**src/rtl/gpio_edge_pkg.sv**
```systemverilog
package gpio_edge_pkg;

    localparam int BUS_W    = 32;
    localparam int MAX_PINS = 32;

    typedef enum logic [1:0] {
        TRIG_RISE  = 2'd0,
        TRIG_FALL  = 2'd1,
        TRIG_ANY   = 2'd2,
        TRIG_LEVEL = 2'd3
    } trig_e;

    // The register index is taken from the word-address bits of the bus.
    typedef enum logic [1:0] {
        SEL_DATA = 2'd0,
        SEL_DIR  = 2'd1,
        SEL_MASK = 2'd2,
        SEL_CAP  = 2'd3
    } sel_e;

    typedef struct packed {
        logic             wr;
        logic             rd;
        sel_e             sel;
        logic [BUS_W-1:0] wdata;
    } bus_req_t;

    function automatic sel_e addr_to_sel(input logic [3:0] byte_addr);
        return sel_e'(byte_addr[3:2]);
    endfunction

endpackage

```
**src/rtl/gpio_pin_sync.sv**
```systemverilog
module gpio_pin_sync #(
    parameter int N = 32
) (
    input  logic         clk,
    input  logic         rst,
    input  logic [N-1:0] pin_i,
    output logic [N-1:0] lvl_o,
    output logic [N-1:0] prev_o
);
    logic [N-1:0] meta_q, lvl_q, prev_q;

    always_ff @(posedge clk) begin
        if (rst) begin
            meta_q <= '0;
            lvl_q  <= '0;
            prev_q <= '0;
        end else begin
            meta_q <= pin_i;
            lvl_q  <= meta_q;
            prev_q <= lvl_q;
        end
    end

    assign lvl_o  = lvl_q;
    assign prev_o = prev_q;
endmodule

```
**src/rtl/gpio_edge_cap.sv**
```systemverilog
module gpio_edge_cap
    import gpio_edge_pkg::*;
#(
    parameter int    N    = 32,
    parameter trig_e TRIG = TRIG_RISE
) (
    input  logic         clk,
    input  logic         rst,
    input  logic [N-1:0] lvl_i,
    input  logic [N-1:0] prev_i,
    input  logic [N-1:0] view_i,
    input  logic [N-1:0] clr_i,
    input  logic [N-1:0] mask_i,
    output logic [N-1:0] cap_o,
    output logic         irq_o
);
    generate
        if (TRIG == TRIG_LEVEL) begin : g_level
            assign cap_o = '0;
            assign irq_o = |(view_i & mask_i);
        end else begin : g_edge
            logic [N-1:0] hit;
            logic [N-1:0] cap_q;

            if (TRIG == TRIG_RISE) begin : g_rise
                assign hit = lvl_i & ~prev_i;
            end else if (TRIG == TRIG_FALL) begin : g_fall
                assign hit = ~lvl_i & prev_i;
            end else begin : g_any
                assign hit = lvl_i ^ prev_i;
            end

            // A fresh edge is ORed in after the clear, so it wins a collision.
            always_ff @(posedge clk) begin
                if (rst) cap_q <= '0;
                else     cap_q <= (cap_q & ~clr_i) | hit;
            end

            assign cap_o = cap_q;
            assign irq_o = |(cap_q & mask_i);

            a_r7_sticky: assert property (@(posedge clk) disable iff (rst)
                ((cap_q & ($past(cap_q) & ~$past(clr_i))) == ($past(cap_q) & ~$past(clr_i))))
                else $error("R7: capture bit lost without a clear");

            a_r11_edge_kept: assert property (@(posedge clk) disable iff (rst)
                ((cap_q & $past(hit)) == $past(hit)))
                else $error("R11: detected edge not captured");
        end
    endgenerate
endmodule

```
**src/rtl/gpio_edge_port.sv**
```systemverilog
module gpio_edge_port
    import gpio_edge_pkg::*;
#(
    parameter int    NPINS = 32,
    parameter trig_e TRIG  = TRIG_RISE
) (
    input  logic             clk,
    input  logic             rst,
    input  logic             bus_wr,
    input  logic             bus_rd,
    input  logic [3:0]       bus_addr,
    input  logic [BUS_W-1:0] bus_wdata,
    output logic [BUS_W-1:0] bus_rdata,
    input  logic [NPINS-1:0] pin_in,
    output logic [NPINS-1:0] pin_out,
    output logic [NPINS-1:0] pin_oe,
    output logic             irq
);
    localparam int N = (NPINS > MAX_PINS) ? MAX_PINS : NPINS;

    bus_req_t req;
    assign req = '{wr: bus_wr, rd: bus_rd, sel: addr_to_sel(bus_addr), wdata: bus_wdata};

    logic [N-1:0] dir_q, out_q, mask_q;
    logic [N-1:0] lvl, prev, view, cap, clr;
    logic [BUS_W-1:0] rdata_q, rd_word;

    gpio_pin_sync #(.N(N)) u_sync (
        .clk(clk), .rst(rst), .pin_i(pin_in[N-1:0]), .lvl_o(lvl), .prev_o(prev)
    );

    assign view = (dir_q & out_q) | (~dir_q & lvl);
    assign clr  = (req.wr && req.sel == SEL_CAP) ? req.wdata[N-1:0] : '0;

    gpio_edge_cap #(.N(N), .TRIG(TRIG)) u_cap (
        .clk(clk), .rst(rst), .lvl_i(lvl), .prev_i(prev), .view_i(view),
        .clr_i(clr), .mask_i(mask_q), .cap_o(cap), .irq_o(irq)
    );

    always_ff @(posedge clk) begin
        if (rst) begin
            dir_q  <= '0;
            out_q  <= '0;
            mask_q <= '0;
        end else if (req.wr) begin
            case (req.sel)
                SEL_DATA: out_q  <= req.wdata[N-1:0];
                SEL_DIR:  dir_q  <= req.wdata[N-1:0];
                SEL_MASK: mask_q <= req.wdata[N-1:0];
                default:  ;
            endcase
        end
    end

    always_comb begin
        rd_word = '0;
        case (req.sel)
            SEL_DATA: rd_word[N-1:0] = view;
            SEL_DIR:  rd_word[N-1:0] = dir_q;
            SEL_MASK: rd_word[N-1:0] = mask_q;
            default:  rd_word[N-1:0] = cap;
        endcase
    end

    always_ff @(posedge clk) begin
        if (rst)         rdata_q <= '0;
        else if (req.rd) rdata_q <= rd_word;
    end

    assign bus_rdata = rdata_q;
    assign pin_out   = out_q;
    assign pin_oe    = dir_q;

    a_r1_reset_idle: assert property (@(posedge clk)
        rst |=> (pin_oe == '0 && pin_out == '0 && irq == 1'b0))
        else $error("R1: outputs not idle after reset");

    a_r5_out_hold: assert property (@(posedge clk) disable iff (rst)
        !(bus_wr && bus_addr[3:2] == 2'd0) |=> $stable(pin_out))
        else $error("R5: output value changed without a data write");

    a_r8_irq_needs_mask: assert property (@(posedge clk) disable iff (rst)
        irq |-> (mask_q != '0))
        else $error("R8: interrupt raised with every pin masked");

    a_r4_dir_hold: assert property (@(posedge clk) disable iff (rst)
        !(bus_wr && bus_addr[3:2] == 2'd1) |=> $stable(pin_oe))
        else $error("R4: direction changed without a direction write");
endmodule

```
**config.mk**
```make
export PLATFORM = sky130hd
export DESIGN_NAME = gpio_edge_port
export DESIGN_NICKNAME = d
export VERILOG_FILES = /design/src/rtl/gpio_edge_pkg.sv /design/src/rtl/gpio_pin_sync.sv /design/src/rtl/gpio_edge_cap.sv /design/src/rtl/gpio_edge_port.sv
export SDC_FILE = /design/constraint.sdc
export NUM_CORES = 1
export LEC_CHECK = 0
export BUFFER_PORTS_ARGS = -buffer_cell sky130_fd_sc_hd__buf_4
export CAP_MARGIN = 40
export CORE_UTILIZATION = 56
export CTS_CLUSTER_SIZE = 14
export DETAILED_ROUTE_END_ITERATION = 10
export PLACE_DENSITY = 0.77
export SLEW_MARGIN = 10
export SYNTH_ARGS = -nofsm -noshare
export SYNTH_HDL_FRONTEND = slang
export SYNTH_SLANG_ARGS = --single-unit
export TNS_END_PERCENT = 100
```
**constraint.sdc**
```tcl
create_clock -name clk -period 1.7 [get_ports clk]
set_input_delay 0.34 -clock clk [delete_from_list [all_inputs] [get_ports clk]]
set_output_delay 0.34 -clock clk [all_outputs]
set_load 0.01 [all_outputs]
```
# Yosys cells after proc, flatten, opt, wreduce, memory -nomap -nowiden
# Cells that the tools add are included.
# word_totals
ff_bits	256
input_bits	72
output_inout_bits	97
wordCells	29
# op_classes
n_eq_ne	3
mux	2
n_bitwise	10
reduce_logical	6
# op_table
operator	n
$and 32x32->32	5
$not 32->32	3
$pmux 32 s3	1
$or 32x32->32	2
$mux 32	1
$reduce_or 32->1	1
$reduce_and 2->1	3
$eq 2x2->1 const B	2
$eq 2x1->1 const B	1
$logic_not 2->1	1
$logic_and 1x1->1	1

# Logic depth before layout (Yosys ltp)
# depth
depth_word	6
mapped_depth	6
ltp_nobuf	3

# By module
# Synthesis repeated with hierarchy kept, for this count alone.
# hier_totals
hier_cells	1127
area_unflattened_um2	10199.8
# modules_own_cells
mod	n_inst	cells_each	area_per_inst_um2	seq_area_each_um2
gpio_edge_port	1	773	6222.2	2562.5
gpio_pin_sync	1	202	2600.0	1921.8
gpio_edge_cap	1	152	1377.6	640.6

# Worst setup path before layout
# Ideal clock, no wire load.
# synth_timing
kind	reg2out
from	register u_cap.g_edge.cap_q[21], in the netlist u_cap.cap_o[21]
to	output port irq
arrival_ps	1132
required_time_ps	1360
path_slack_ps	228
stages_incl_launch_ff	4
path_buffers	0
cell_sequence	dfxtp_1 a22oi_1 nand4_1 or4_1
# synth_between
elab_chain_cells	2
# synth_rtl
item	line_no	rtl
from (decl)	gpio_edge_cap.sv:23	logic [N-1:0] cap_q;
from (signal assigned)	gpio_edge_cap.sv:36	else cap_q <= (cap_q & ~clr_i) | hit;
$and 32x32->32	gpio_edge_cap.sv:40	assign irq_o = |(cap_q & mask_i);
$reduce_or 32->1	gpio_edge_cap.sv:40	
to (decl)	gpio_edge_port.sv:17	output logic irq
# No other way between the ends.

# Worst setup path in the final report
# layout_timing
from	register u_cap.g_edge.cap_q[27], in the netlist u_cap.cap_o[27]
to	output port irq
# Same word-level chain as after synthesis.

==> impl_metrics.yaml <==
outcome:
  status: "complete, but fails checks"
  failed_checks: "negative setup slack"
timing:
  rsz0062_at_grt: "true"
  fin_worst_skew_ps: 5.87
  worst_slew_pin_slew_ps: 624
  period_share: 1.32
  final_hold_viol_count: 0
  slew_violations: 0
  max_clock_freq_mhz: 446
  relSlewSlack: 0.584
  fin_setup_tns_ps: -541
  setup_violations: 1
  fin_hold_ws_ps: 24.5
  fin_crit_ps: 2240
  setup_slack_ps: -541
placement:
  io_buffer_count: 166
  post-place-cells: 1459
  hpwl_mm: 16.2
  gp_congestion: 0.801
global_route:
  grt_max_degree: 142
  grt_pass1_wl_mm: 39.7
  grt.overflow.total: 0
  antenna_found_initial: 0
  grt_usage: 0.279
  grt_pass1_vias: 7778
floorplanning:
  num_rows: 47
  die_area_mm2: 0.0179
  pin_count: 169
  dieHeight_um: 134
  core-area_mm2: 0.0168
  start_util: 0.580
  die_w_um: 134
min_path:
  hp-class: "input pin to flip-flop"
yosys:
  synthMuxAreaShare: 0.0329
  netlist_area_mm2: 0.00972
  netlist_instances: 1098
  yosysSeqAreaShare: 0.527
  yosys.area.top_type: "dfxtp_1"
  synth_edf_count: 0
  synth_xor_xnor_area_share: 0
  synth_top_family_by_area: "compound AO/OA/AOI/OAI gates"
  yosysTopAreaCellShare: 0.527
  yosys_warnings: 0
  synthTopCellsByArea: "dfxtp_1 53%, nand2_1 7.4%, a21oi_1 6.6%"
  synth-simple-area-share: 0.179
  synth_fa_ha_area_frac: 0
  ys.flop_type: "dfxtp_1"
  async_flop_share: 0
  synth_compound_area_frac: 0.198
  syn-num-nets: 1170
  synth-seq-cells: 256
  yosysUniqueCellTypes: 26
  syn_avg_cell_area_um2: 8.86
worst_setup_path:
  critical_path_required_ps: 1360
  crit_path_end_kind: "primary output"
  path_cells: "a22oi_2 > nand4_1 > or4_4 > buf_6"
  crit_slowest_cell: "or4_4"
  r2r_slack_ps: 630
  critPathKind: "flip-flop to primary output"
  crit_path_max_fanout: 2
  cp-start-kind: "flip-flop"
  cpPeakStageDelay_ps: 480
  worstPathArrival_ps: 1900
pwr:
  power_per_cell_area_mw_per_mm2: 1100
  ir_drop_mv: 0.992
  cellLeakagePower_nw: 5.06
  power.total_mw: 13.6
layout:
  final_common_cell: "dfxtp_1"
  nFillCells: 1265
  layout-drive-gt1-share: 0.212
  n_antenna_cell: 0
  finalNonFillerCells: 1504
  nets: 1339
  mostFrequentLayoutCells: "254 x dfxtp_1, 207 x buf_4, 192 x nand2_1"
  area_growth_pct: 26.8
drt:
  wl_per_cell_um: 16.7
  vias_per_cell: 5.45
  drt_iter0_markers: 531
  first_pass_iters: 5
  drtAntennaViolNets: 0
  drc: 0
  via_count: 8191
  wirelength_mm: 25.1
cts:
  clk_path_buf_depth: 3
  cts_max_level: 1
  clock_latency_ps: 520
  cts.sinks: 256
  cts_tree: "built"
  holdBufCountCts: 0
  root_buffer: "clkbuf_16"
  clkSlewWorstSetupHoldPaths_ps: 60
  cts_buffers: 26
run:
  maxCapViolCount: 0
## worst max-delay path: cells and delay by family (launching register included)
kind | cells | cell delay (ps)
AOI/OAI and AO/OA | 1 | 270
buffers and inverters | 1 | 140
DFF | 1 | 320
and+or+nand+nor | 2 | 650
## final cells by class
| cell class | instances | area, um2 | area share |
|---|---|---|---|
| Clock buffer | 33 | 738 | 0.0599 |
| Clock inverter | 12 | 165 | 0.0134 |
| Inverter | 64 | 240 | 0.0195 |
| Multi-Input combinational cell | 701 | 4030 | 0.327 |
| Sequential cell | 256 | 5130 | 0.416 |
| Tap cell | 220 | 275 | 0.0223 |
| Timing Repair Buffer | 218 | 1760 | 0.143 |
## sequential cells by signal, indices dropped and copies added, names as in the netlist
register / cells
bus_rdata: 32
mask_q: 32
pin_oe: 32
pin_out: 32
u_cap.cap_o: 32
u_sync.lvl_o: 32
u_sync.meta_q: 32
u_sync.prev_o: 32
## cells in the mapped netlist, drive strengths merged, types with 2 or more instances
cell type  instances
o32ai             32
mux2i             32
inv               64
and3b              2
nand3b             2
clkbuf            46
nand2b            33
o21ai             32
a21o              32
a21oi            128
o21a              32
nor2              32
dfxtp            256
a22oi             16
nand2            192
a211oi            32
buf               31
nor2b             96
nand4              4
## timing repair
action / in CTS / in global routing
pin swaps: 4 / 0
setup buffers: 0 / 0
resized for setup: 10 / 1
setup endpoints to repair: 1 / 1
## routing by layer
| metal | part of all wire | up-vias | GRT usage |
|---|---|---|---|
| li1 | - | 4011 | - |
| met1 | 0.43 | 3902 | 0.356 |
| met2 | 0.49 | 227 | 0.475 |
| met3 | 0.056 | 51 | 0.0483 |
| met4 | 0.028 | 0 | 0.0896 |
| met5 | 0 | - | 0 |
## metrics by stage
stage / util / area, um2 / worst slack, ps
after floorplan: - / 9720 / 228
after global routing: 0.736 / 12300 / -605
after CTS: 0.736 / 12300 / -542
final: 0.736 / 12300 / -541
after global placement: 0.679 / 11400 / -88.8
after detailed placement: 0.679 / 11400 / -107
## worst paths after layout
path,start,to,depth (start not counted)
min,pin_in[14],u_sync.meta_q[14]$_SDFF_PP0_,2
max,u_cap.cap_o[27]$_SDFF_PP0_,irq,4
min reg2reg,u_sync.meta_q[9]$_SDFF_PP0_,u_sync.lvl_o[9]$_SDFF_PP0_,1
max reg2reg,mask_q[15]$_SDFFE_PP0P_,bus_rdata[15]$_SDFFE_PP0P_,4
## logic make-up (layout without fill, tap and decap cells)
logic type | after synthesis | in the layout
and+or+nand+nor | 365 | 365
muxes | 32 | 32
buffers and inverters | 141 | 327
AOI/OAI and AO/OA | 304 | 304
DFF | 256 | 256
## where the power goes
| group | internal [mW] | switching (mW) | total [mW] |
|---|---|---|---|
| combinational | 0.556 | 0.643 | 1.20 |
| clock | 3.66 | 2.30 | 5.96 |
| sequential | 6.25 | 0.156 | 6.40 |
| total | 10.5 | 3.10 | 13.6 |
(Power assumes the default switching activity.)
